[config.mk]
export PLATFORM = sky130hd
export DESIGN_NAME = card_irq_flag
export DESIGN_NICKNAME = d
export VERILOG_FILES = /design/src/rtl/cif_pkg.sv /design/src/rtl/cif_sync.sv /design/src/rtl/cif_fault_any.sv /design/src/rtl/cif_session_fsm.sv /design/src/rtl/card_irq_flag.sv
export SDC_FILE = /design/constraint.sdc
export NUM_CORES = 1
export LEC_CHECK = 0
export BUFFER_PORTS_ARGS = -buffer_cell sky130_fd_sc_hd__buf_2
export CAP_MARGIN = 10
export CELL_PAD_IN_SITES_DETAIL_PLACEMENT = 1
export CELL_PAD_IN_SITES_GLOBAL_PLACEMENT = 2
export CORE_AREA = 2 2 39 41
export CTS_BUF_LIST = sky130_fd_sc_hd__clkbuf_8 sky130_fd_sc_hd__clkbuf_16
export DETAILED_ROUTE_END_ITERATION = 6
export DIE_AREA = 0 0 41 43
export GPL_TIMING_DRIVEN = 0
export PLACE_DENSITY_LB_ADDON = 0.1
export SETUP_SLACK_MARGIN = 0.02
export SYNTH_ARGS = -nofsm -noshare
export SYNTH_HDL_FRONTEND = slang
export SYNTH_HIERARCHICAL = 1
export SYNTH_SLANG_ARGS = --single-unit
[constraint.sdc]
create_clock -name clk -period 1.2 [get_ports clk]
set_input_delay 0.12 -clock clk [delete_from_list [all_inputs] [get_ports clk]]
set_output_delay 0.12 -clock clk [all_outputs]
set_load 0.005 [all_outputs]
[src/rtl/cif_pkg.sv]
package cif_pkg;
  typedef enum logic [1:0] {
    ST_IDLE    = 2'd0,
    ST_ARMED   = 2'd1,
    ST_TRIPPED = 2'd2
  } sess_state_e;
endpackage

[src/rtl/cif_sync.sv]
module cif_sync #(
  parameter int   STAGES  = 2,
  parameter logic RST_VAL = 1'b0
) (
  input  logic clk,
  input  logic rst,
  input  logic d_async,
  output logic q_sync
);
  logic [STAGES-1:0] chain;

  always_ff @(posedge clk) begin
    if (rst) chain[0] <= RST_VAL;
    else     chain[0] <= d_async;
  end

  for (genvar i = 1; i < STAGES; i++) begin : g_stage
    always_ff @(posedge clk) begin
      if (rst) chain[i] <= RST_VAL;
      else     chain[i] <= chain[i-1];
    end

    // each stage delays its neighbour by one clock
    p_stage_shift_r2: assert property (@(posedge clk) disable iff (rst)
      !$past(rst) |-> chain[i] == $past(chain[i-1]));
  end

  assign q_sync = chain[STAGES-1];
endmodule

[src/rtl/cif_fault_any.sv]
module cif_fault_any #(
  parameter int NFAULT = 3
) (
  input  logic [NFAULT-1:0] fault_vec,
  output logic              any_fault
);
  logic [NFAULT-1:0] acc;

  assign acc[0] = fault_vec[0];
  for (genvar i = 1; i < NFAULT; i++) begin : g_or
    assign acc[i] = acc[i-1] | fault_vec[i];
  end

  assign any_fault = acc[NFAULT-1];
endmodule

[src/rtl/cif_session_fsm.sv]
module cif_session_fsm
  import cif_pkg::*;
(
  input  logic clk,
  input  logic rst,
  input  logic sess_act,
  input  logic pres,
  input  logic any_fault,
  output logic pd_en,
  output logic deact
);
  sess_state_e st, st_nx;
  logic        pd_nx, deact_nx;
  logic        trip;

  assign trip = !pres || any_fault;

  always_comb begin
    st_nx    = st;
    pd_nx    = pd_en;
    deact_nx = 1'b0;
    if (!sess_act) begin
      st_nx = ST_IDLE;
      pd_nx = !pres;
    end else begin
      unique case (st)
        ST_IDLE, ST_ARMED: begin
          if (trip) begin
            st_nx    = ST_TRIPPED;
            pd_nx    = 1'b1;
            deact_nx = 1'b1;
          end else begin
            st_nx = ST_ARMED;
            pd_nx = 1'b0;
          end
        end
        ST_TRIPPED: pd_nx = 1'b1;
        default: begin
          st_nx = ST_IDLE;
          pd_nx = 1'b0;
        end
      endcase
    end
  end

  always_ff @(posedge clk) begin
    if (rst) begin
      st    <= ST_IDLE;
      pd_en <= 1'b0;
      deact <= 1'b0;
    end else begin
      st    <= st_nx;
      pd_en <= pd_nx;
      deact <= deact_nx;
    end
  end

  p_reset_quiet_r1: assert property (@(posedge clk)
    rst |=> (!pd_en && !deact));
  p_outside_follows_pres_r2: assert property (@(posedge clk) disable iff (rst)
    !sess_act |=> (pd_en == !$past(pres)));
  p_outside_no_pulse_r3: assert property (@(posedge clk) disable iff (rst)
    !sess_act |=> !deact);
  p_absent_trips_r4: assert property (@(posedge clk) disable iff (rst)
    (sess_act && !pres) |=> pd_en);
  p_fault_trips_r5: assert property (@(posedge clk) disable iff (rst)
    (sess_act && any_fault) |=> pd_en);
  p_pulse_with_flag_r6: assert property (@(posedge clk) disable iff (rst)
    deact |-> pd_en);
  p_pulse_single_r7: assert property (@(posedge clk) disable iff (rst)
    deact |=> !deact);
  p_sticky_r8: assert property (@(posedge clk) disable iff (rst)
    (st == ST_TRIPPED && sess_act) |=> pd_en);
endmodule

[src/rtl/card_irq_flag.sv]
module card_irq_flag #(
  parameter int NFAULT      = 3,
  parameter int SYNC_STAGES = 2
) (
  input  logic              clk,
  input  logic              rst,
  input  logic              sess_cmd_n,
  input  logic              card_present,
  input  logic [NFAULT-1:0] fault_in,
  output logic              flag_pd_en,
  output logic              deact_req
);
  logic cmd_n_s, pres_s, any_fault;
  logic sess_act;
  logic fired;

  cif_sync #(.STAGES(SYNC_STAGES), .RST_VAL(1'b1)) u_sync_cmd (
    .clk(clk), .rst(rst), .d_async(sess_cmd_n), .q_sync(cmd_n_s));

  cif_sync #(.STAGES(SYNC_STAGES), .RST_VAL(1'b1)) u_sync_pres (
    .clk(clk), .rst(rst), .d_async(card_present), .q_sync(pres_s));

  cif_fault_any #(.NFAULT(NFAULT)) u_fault_any (
    .fault_vec(fault_in), .any_fault(any_fault));

  assign sess_act = !cmd_n_s;

  cif_session_fsm u_fsm (
    .clk(clk), .rst(rst), .sess_act(sess_act), .pres(pres_s),
    .any_fault(any_fault), .pd_en(flag_pd_en), .deact(deact_req));

  // per-session pulse tracker used only by the R7 property
  always_ff @(posedge clk) begin
    if (rst || !sess_act) fired <= 1'b0;
    else if (deact_req)   fired <= 1'b1;
  end

  p_once_per_session_r7: assert property (@(posedge clk) disable iff (rst)
    deact_req |-> !fired);
  p_new_session_can_trip_r9: assert property (@(posedge clk) disable iff (rst)
    (!$past(sess_act) && sess_act && (!pres_s || any_fault)) |=> deact_req);
endmodule

# Yosys cells after proc, flatten, opt, wreduce, memory -nomap -nowiden
# Cells that the tools add are included.
op_classes:
  bitwise_logic: 3
  eq_ne: 2
  reduce_logical: 6
  muxes: 5
op_table:
  columns: ["op", "n"]
  rows:
  - ["$pmux 2 s2", 1]
  - ["$reduce_or 2->1", 2]
  - ["$reduce_or 3->1", 1]
  - ["$eq 2x1->1 const B", 1]
  - ["$eq 2x2->1 const B", 1]
  - ["$logic_not 2->1", 1]
  - ["$mux 1", 2]
  - ["$mux 2", 1]
  - ["$or 1x1->1", 2]
  - ["$pmux 1 s2", 1]
  - ["$logic_not 1->1", 1]
  - ["$logic_or 1x1->1", 1]
  - ["$not 1->1", 1]
word_totals:
  reg_bits: 8

# Depth between registers and ports, before layout
# Gate-level depths: netlist (run 1).
depth:
  ltp_word: 6
  ltp_mapped: 3
  depth_no_buf: 3

# Hierarchy
# Netlist (run 1), hierarchy kept.
modules_own_cells:
  columns: ["module", "area_each_um2", "seq_area_each_um2", "cells_each", "n_inst"]
  rows:
  - ["cif_session_fsm", 146.4, 80.1, 13, 1]
  - ["cif_sync", 52.6, 40.0, 4, 2]
  - ["cif_fault_any", 6.3, 0.0, 1, 1]
  - ["card_irq_flag", 3.8, 0.0, 1, 1]

# Worst setup path before layout (run 1)
# No wires, ideal clock.
synth_timing:
  path_type: "input port to flip-flop"
  startpoint: "in fault_in[1]"
  endpoint: "reg u_fsm.deact"
  required_ps: 1076
  path_stages: 3
  setup_time_ps: 124
  arrival_time_ps: 782
  path_slack_ps: 294
  path_buffers: 0
  cell_sequence: "or3_1 -> nand2b_1 -> nor4b_1"
synth_via:
  elab_chain_cells: 4
synth_lines:
  columns: ["element", "line", "rtl"]
  rows:
  - ["from (decl)", "card_irq_flag.sv:9", "input logic [NFAULT-1:0] fault_in,"]
  - ["$or 1x1->1 (2 in a row)", "cif_fault_any.sv:11", "assign acc[i] = acc[i-1] | fault_vec[i];"]
  - ["$logic_or 1x1->1", "cif_session_fsm.sv:16", "assign trip = !pres || any_fault;"]
  - ["$mux 1", "cif_session_fsm.sv:28", "if (trip) begin"]
  - ["to (signal assigned)", "cif_session_fsm.sv:54", "deact <= deact_nx;"]
  - ["to (decl)", "cif_session_fsm.sv:10", "output logic deact"]
# No other way between the ends.
# A chain may end at the register's enable or synchronous reset.

# Worst setup path in the final report (run 1)
layout_timing:
  startpoint: "reg u_sync_cmd.chain[1] (netlist: u_sync_cmd/q_sync)"
  endpoint: "reg u_fsm.st[1]"
layout_via:
  elab_chain_cells: 1
layout_lines:
  columns: ["element", "line", "rtl"]
  rows:
  - ["from (decl)", "cif_sync.sv:10", "logic [STAGES-1:0] chain;"]
  - ["from (signal, indexed assignment)", "cif_sync.sv:20", "else chain[i] <= chain[i-1];"]
  - ["$reduce_or 2->1 (no source line)", null, null]
  - ["to (signal assigned)", "cif_session_fsm.sv:52", "st <= st_nx;"]
  - ["to (decl)", "cif_session_fsm.sv:12", "sess_state_e st, st_nx;"]
# No other way between the ends.

==> impl_metrics.yaml, run 1 <==
yosys:
  synth_seq_area_share_pct: 61.2
  ys_top_cells_by_area: "dfxtp_1, or2_1, a2111oi_2"
  yosysWarnings: 6
  syn-mean-instance-area_um2: 11.4
  ys_seq_elements: 8
  syn_nets: 30
  synthCells: 23
  synth_top_cell_by_area: "dfxtp_1"
  synth_cell_types: 13
  synth_top_cell_area_share_pct: 61.2
  syn_area_um2: 262
clock_network:
  hold_buffers: 0
  root_buffer: "clkbuf_8"
  clockBufferDepth: 2
  post_cts_resize_count: 0
  numCtsBuffers: 3
  clkTransAtPathRegs_ps: 40
  cts_sinks: 8
  insertion_delay_ps: 230
  htreeDepth: 1
  cts_setup_buffers: 0
  cts_tree: "done"
pwr:
  pwr_density_cell_nw_per_um2: 1730
  p_leak_uw: 0.000151
  peakVddDrop_mv: 0.653
worst_setup_path:
  critPathKind: "register to register"
  worstPathArrival_ps: 1020
  start_kind: "register"
  end_kind: "register"
  path_max_fanout: 3
  crit_required_ps: 1310
  regToRegSetupSlack_ps: 290
timing:
  maxSlewHeadroom_pct: 79.8
  fmax_mhz: 1100
  fin_crit_sh_pct: 76.0
  rsz0062_at_grt: "no"
  hold_viol: 0
  tightest_slew_ps: 302
  finClkSkew_ps: 0.215
  post-route-min-period_ps: 912
  setup-tns-final_ps: 0
  finalSetupViolations: 0
  slew_viol_final: 0
global_route:
  grt_max_degree: 9
  globalRouteOverflowTotal: 0
  grt_pass1_vias: 200
  grt_first_pass_wirelength_um: 848
  antenna_found_initial: 0
  grt_use_total_pct: 8.38
drt:
  post_drt_via_cell_ratio: 4.32
  wirelength_um: 524
  drt_iter0_markers: 3
  via_count: 216
  wl_per_cell_um: 10.5
  remaining_drc_errors: 0
  first_pass_iters: 2
  drtAntennaViolNets: 0
job:
  drv_cap: 0
finish:
  nets: 43
  stdcell_count: 50
  mostFrequentLayoutCells: "buf_2, dfxtp_1, or2_1, clkbuf_8"
  drive_gt1_share_pct: 41.2
  diodes: 0
  area_growth_pct: 38.8
die:
  rows: 14
  die_area_um2: 1760
  die_height_um: 43
  initial_utilization_pct: 18.9
  die_x_um: 41
  ioPinCount: 9
  core_um2: 1380
place:
  gp_congestion: 0.599
  placed_cells_incl_taps: 47
  io_buffers: 8
  post-dp-hpwl_um: 407
min_path:
  hold_class: "primary input to register"
run_status:
  status: "finished clean"
==> worst max-delay path, stage by stage (launching register included) <==
cell and delay, ps:
dfxtp_1 290, inv_1 90, inv_2 60, a2111oi_2 360
==> layout make-up <==
class                      count  area, um^2
clock buffer                   3        41.3
fill                         168        1020
inverter                       2        7.51
multi-input combinational     13        93.8
sequential                     8         160
tap                           16        20.0
timing repair buffer           8        40.0
==> cell families (layout without fill, tap and decap cells) <==
group | after synthesis | in the layout | synth area share, %
buf+inv | 2 | 13 | 2.87
simple gates | 9 | 9 | 23.0
compound gates | 4 | 4 | 12.9
flops | 8 | 8 | 61.2
==> per-stage QoR <==
stage	cell area, um^2	total power [uW]	utilization, %	setup WS, ps	hold slack (ps)
after floorplan	262	299	-	294	196
final	363	628	26.2	288	69.8
after detailed placement	322	317	23.2	122	306
after CTS	363	643	26.2	291	66.8
after global placement	322	315	23.2	135	300
after global routing	363	669	26.2	240	74.2
==> cells in the mapped netlist, drive strengths merged <==
cell	instances
a2111oi	1
a21oi	1
a31o	1
dfxtp	8
inv	2
nand2b	1
nor3b	1
nor4	1
nor4b	1
o21ai	1
or2	4
or3	1
==> metal layers <==
| layer | vias to the layer above | wire, um | track usage (%) |
|---|---|---|---|
| met5 | - | 0 | 0 |
| met4 | 0 | 16 | 6.00 |
| met3 | 2 | 43 | 7.85 |
| met2 | 7 | 293 | 12.2 |
| met1 | 103 | 171 | 6.54 |
| li1 | 104 | - | - |
==> flip-flops by register name, indices dropped and copies added, names as in the netlist <==
name / cells
u_fsm/pd_en: 1
u_fsm/deact: 1
u_sync_cmd/chain: 1
u_sync_cmd/q_sync: 1
u_sync_pres/chain: 1
u_fsm/st: 2
u_sync_pres/q_sync: 1
==> power breakdown <==
part           switching, uW  internal (uW)  leakage, uW
logic                   13.8           17.2    0.0000633
clock network           99.1            217    0.0000216
registers               4.09            277    0.0000657
total                    117            511     0.000151
==> final timing paths <==
path                         end           startpoint  depth (start not counted)
max                  u_fsm/st[1]    u_sync_cmd/q_sync                          3
min          u_sync_cmd/chain[0]           sess_cmd_n                          2
max reg2reg          u_fsm/st[1]    u_sync_cmd/q_sync                          3
min reg2reg    u_sync_cmd/q_sync  u_sync_cmd/chain[0]                          1
No activity file was read; power rests on OpenSTA's default activity.
==> run 2: changes to the inputs <==
--- a/config.mk
+++ b/config.mk
@@ -5,6 +5,7 @@
 export SDC_FILE = /design/constraint.sdc
 export NUM_CORES = 1
 export LEC_CHECK = 0
+export ABC_AREA = 1
 export BUFFER_PORTS_ARGS = -buffer_cell sky130_fd_sc_hd__buf_2
 export CAP_MARGIN = 10
 export CELL_PAD_IN_SITES_DETAIL_PLACEMENT = 1
==> constraint.sdc (replaced) <==
create_clock -name clk -period 0.9 [get_ports clk]
set_input_delay 0.09 -clock clk [delete_from_list [all_inputs] [get_ports clk]]
set_output_delay 0.09 -clock clk [all_outputs]
set_load 0.005 [all_outputs]
==> impl_metrics.yaml, run 2 <==
run_status:
  status: "finished clean"
pwr:
  pwr_density_cell_nw_per_um2: 2170
  p_leak_uw: 0.000236
  power.total_uw: 836
  peakVddDrop_mv: 0.884
global_route:
  grt_pass1_vias: 232
  grt_use_total_pct: 7.75
  grt_max_degree: 5
  antenna_found_initial: 0
  grt_first_pass_wirelength_um: 828
  globalRouteOverflowTotal: 0
yosys:
  ys.flop_type: "dfxtp_1"
  syn_nets: 45
  syn_area_um2: 284
  synthArstFlopShare_pct: 0
  synth_top_cell_area_share_pct: 56.4
  ys_seq_elements: 8
  synth_cell_types: 8
  syn-mean-instance-area_um2: 7.47
  ys_top_cells_by_area: "dfxtp_1, inv_1, nand2_1"
  yosysWarnings: 6
  synth_top_cell_by_area: "dfxtp_1"
  synth_most_common_cell: "inv_1"
  synth_seq_area_share_pct: 56.4
  synth_commonest_cells: "inv_1, nand2_1, dfxtp_1"
  synth_edf_count: 0
  synthCells: 38
die:
  ioPinCount: 9
  die_height_um: 43
  core_um2: 1380
  die_x_um: 41
  initial_utilization_pct: 20.5
  die_area_um2: 1760
  rows: 14
drt:
  drtAntennaViolNets: 0
  first_pass_iters: 1
  remaining_drc_errors: 0
  wl_per_cell_um: 7.45
  post_drt_via_cell_ratio: 3.65
  drt_iter0_markers: 0
  via_count: 237
  wirelength_um: 484
finish:
  largest_reg_flops: 2
  area_growth_pct: 35.7
  top_register: "u_fsm/st"
  nets: 58
  final_common_cell: "inv_1"
  area.sequential_um2: 160
  mostFrequentLayoutCells: "inv_1, nand2_1, buf_2, dfxtp_1, nor2_1"
  diodes: 0
  drive_gt1_share_pct: 28.6
  multi_input_area_um2: 75.1
  fillCellCount: 180
clock_network:
  clkTransAtPathRegs_ps: 40
  cts_tree: "done"
  cts_setup_buffers: 0
  hold_buffers: 0
  cts_sinks: 8
  htreeDepth: 1
  insertion_delay_ps: 220
  post_cts_resize_count: 0
  clockBufferDepth: 2
  root_buffer: "clkbuf_8"
  numCtsBuffers: 3
place:
  post-dp-hpwl_um: 410
  gp_congestion: 0.675
  io_buffers: 8
timing:
  hold_viol: 0
  finClkSkew_ps: 3.91
  maxSlewHeadroom_pct: 91.1
  tightest_slew_ps: 132
  post-route-min-period_ps: 769
  finalSetupViolations: 0
  slew_viol_final: 0
  fin_crit_sh_pct: 85.5
  setup-tns-final_ps: 0
  rsz0062_at_grt: "no"
  fmax_mhz: 1300
worst_setup_path:
  path_max_fanout: 2
  startpoint: "u_sync_pres/q_sync"
  end_kind: "register"
  start_kind: "register"
  critPathKind: "register to register"
  crit_path_end: "u_fsm/pd_en"
  ff2ff_path_depth: 5
  crit_required_ps: 1010
  worstPathArrival_ps: 880
  r2r-end: "u_fsm/pd_en"
  regToRegSetupSlack_ps: 130
  timing.rr.start: "u_sync_pres/q_sync"
min_path:
  hold_class: "primary input to register"
job:
  drv_cap: 0
[run 2: cells by family after synthesis]
kind of cell | Yosys count | synth area share (%)
DFF | 8 | 56.4
buffers and inverters | 13 | 17.2
and+or+nand+nor | 17 | 26.4
[run 2: critical path: stages (launching register included)]
cell and delay, ps:
dfxtp_1 340, inv_2 50, nor2_4 80, nand2_2 50, nand2_1 80, nand2_1 50
[run 2: report_power, final]
group / leakage, uW / switching [uW] / internal, uW / total, uW
clock network: 0.0000216 / 129 / 289 / 417
registers: 0.0000657 / 4.17 / 369 / 374
logic: 0.000148 / 23.7 / 21.6 / 45.3
[run 2: cell type report]
type	count	area share (%)
tap	16	5.19
sequential	8	41.6
inverter	13	12.7
clock buffer	3	10.7
multi-input combinational	17	19.5
timing repair buffer	8	10.4
[run 2: routing by layer]
| layer | part of all wire (%) | track usage [%] |
|---|---|---|
| met1 | 33 | 6.49 |
| met2 | 58 | 11.3 |
| met3 | 5.6 | 3.14 |
| met5 | 0 | 0 |
| met4 | 2.9 | 10.0 |
[run 2: worst min path at each step]
stage                      start  cells past startpoint  slack (ps)              endpoint
detailed placement  card_present                      3         270  u_sync_pres/chain[0]
global placement    card_present                      3         260  u_sync_pres/chain[0]
floorplan             sess_cmd_n                      2         170   u_sync_cmd/chain[0]
global route        card_present                      3          70  u_sync_pres/chain[0]
finish              card_present                      3          40  u_sync_pres/chain[0]
CTS                 card_present                      3          30  u_sync_pres/chain[0]
[run 2: stage by stage]
| step | cells | setup WS (ps) | area, um^2 | hold WS (ps) | util (%) |
|---|---|---|---|---|---|
| after global placement | 62 | 117 | 344 | 260 | 24.9 |
| after detailed placement | 62 | 74.9 | 344 | 271 | 24.9 |
| after global routing | 65 | 65.8 | 385 | 70.4 | 27.8 |
| final | 65 | 131 | 385 | 36.3 | 27.8 |
| after floorplan | 38 | 190 | 284 | 175 | - |
| after CTS | 65 | 107 | 385 | 33.5 | 27.8 |
==> run 3: changes to the inputs <==
==> constraint.sdc (replaced) <==
create_clock -name clk -period 0.8 [get_ports clk]
set_input_delay 0.08 -clock clk [delete_from_list [all_inputs] [get_ports clk]]
set_output_delay 0.08 -clock clk [all_outputs]
set_load 0.005 [all_outputs]
==> impl_metrics.yaml, run 3 (synthesis results as in run 2) <==
worst_setup_path:
  cp_slowest_cell: "dfxtp_1"
  timing.rr.start: "u_sync_cmd/q_sync"
  critPathBufInv: 1
  worstPathArrival_ps: 920
  critPathKind: "register to register"
  r2r-end: "u_fsm/pd_en"
  crit_path_end: "u_fsm/pd_en"
  start_kind: "register"
  cp_top_family: "simple AND/OR/NAND/NOR gates"
  ff2ff_path_depth: 5
  regToRegSetupSlack_ps: 50
  path_max_fanout: 3
  crit_cells: 5
  startpoint: "u_sync_cmd/q_sync"
  slowest_delay_ps: 290
  end_kind: "register"
  path_cells: "inv_1 -> nand2_1 -> nor2_1 -> nand2_2 -> nand2_1"
  crit_required_ps: 970
  critPathMostFrequentCell: "nand2_1"
finish:
  final_common_cell: "inv_1"
  drive_gt1_share_pct: 34.0
  top_register: "u_fsm/st"
  fin_area_um2: 397
  mostFrequentLayoutCells: "inv_1, nand2_1, buf_2, dfxtp_1, nor2_1"
  post-route-util_pct: 28.7
  area_growth_pct: 39.6
  diodes: 0
  largest_reg_flops: 2
  nets: 59
clock_network:
  numCtsBuffers: 3
  clockBufferDepth: 2
  htreeDepth: 1
  insertion_delay_ps: 220
  cts_tree: "done"
  clkTransAtPathRegs_ps: 40
  cts_sinks: 8
  hold_buffers: 0
  root_buffer: "clkbuf_8"
timing:
  timing.hold.ws_ps: 26.2
  hold_viol: 0
  slew_viol_final: 0
  setup-tns-final_ps: 0
  finalSetupViolations: 0
  finClkSkew_ps: 3.95
  maxSlewHeadroom_pct: 91.2
  tightest_slew_ps: 131
  post-route-min-period_ps: 754
  fmax_mhz: 1330
  fin_crit_sh_pct: 94.3
drt:
  drtAntennaViolNets: 0
  drt_iter0_markers: 0
  first_pass_iters: 1
  via_count: 248
  post_drt_via_cell_ratio: 3.76
  wirelength_um: 525
  wl_per_cell_um: 7.95
  remaining_drc_errors: 0
die:
  ioPinCount: 9
  die_x_um: 41
  core_um2: 1380
  die_height_um: 43
  rows: 14
  initial_utilization_pct: 20.5
  die_area_um2: 1760
pwr:
  p_sw_uw: 178
  p_leak_uw: 0.000242
  clkPwrFrac_pct: 49.7
  power_frac_seq_pct: 44.5
  pwr_density_cell_nw_per_um2: 2380
  p_int_uw: 767
  p_comb_share_pct: 5.8
  peakVddDrop_mv: 0.995
  swShare_pct: 18.8
  power.total_uw: 945
global_route:
  grt_first_pass_wirelength_um: 828
  globalRouteOverflowTotal: 0
  antenna_found_initial: 0
  grt_use_total_pct: 7.75
  grt_max_degree: 5
  grt_pass1_vias: 232
place:
  io_buffers: 8
  gp_congestion: 0.675
  post-dp-hpwl_um: 410
  placed_cell_area_um2: 344
min_path:
  hold_class: "primary input to register"
run_status:
  status: "finished clean"
job:
  drv_cap: 0
## run 3: what timing repair did
action                     CTS  global route
setup endpoints to repair    1             1
gates resized for setup      1             1
buffers inserted             0             1
pin swaps                    0             1
## run 3: worst min-delay path by stage
stage                 start                   end  slack (ps)  cells past startpoint
2_1_floorplan    sess_cmd_n   u_sync_cmd/chain[0]         160                      2
3_3_place_gp   card_present  u_sync_pres/chain[0]         250                      3
3_5_place_dp   card_present  u_sync_pres/chain[0]         260                      3
4_1_cts        card_present  u_sync_pres/chain[0]          20                      3
5_1_grt        card_present  u_sync_pres/chain[0]          60                      3
6_report       card_present  u_sync_pres/chain[0]          30                      3
## run 3: worst register-to-register path, cell delays in order (launching register included)
cell and delay [ps]:
dfxtp_1 290, inv_1 60, nand2_1 90, nor2_1 140, nand2_2 70, nand2_1 50
## run 3: per-stage QoR
step | setup slack [ps] | cells
after floorplan | 89.9 | 38
after global routing | -16.0 | 66
final | 45.8 | 66
after global placement | 27.3 | 62
after detailed placement | -15.1 | 62
after CTS | 36.6 | 65
## run 3: layout make-up
class | instances | area [um^2]
clock buffer | 3 | 41.3
fill | 181 | 987
inverter | 13 | 48.8
timing repair buffer | 9 | 47.5
multi-input combinational | 17 | 77.6
tap | 16 | 20.0
sequential | 8 | 161
## run 3: layer usage
layer  wire, um  vias up  track usage, %
li1           -      126               -
met1        165      115            6.49
met2        317        5            11.3
met3         27        2            3.14
met4         14        0            10.0
met5          0        -               0
## run 3: power groups by stage
stage	registers [uW]	clock network (uW)	logic [uW]
5_1_grt	421	509	64.0
4_1_cts	421	494	52.9
6_report	421	470	54.9
3_3_place_gp	427	0	49.4
2_1_floorplan	427	0	27.7
3_5_place_dp	427	0	52.4
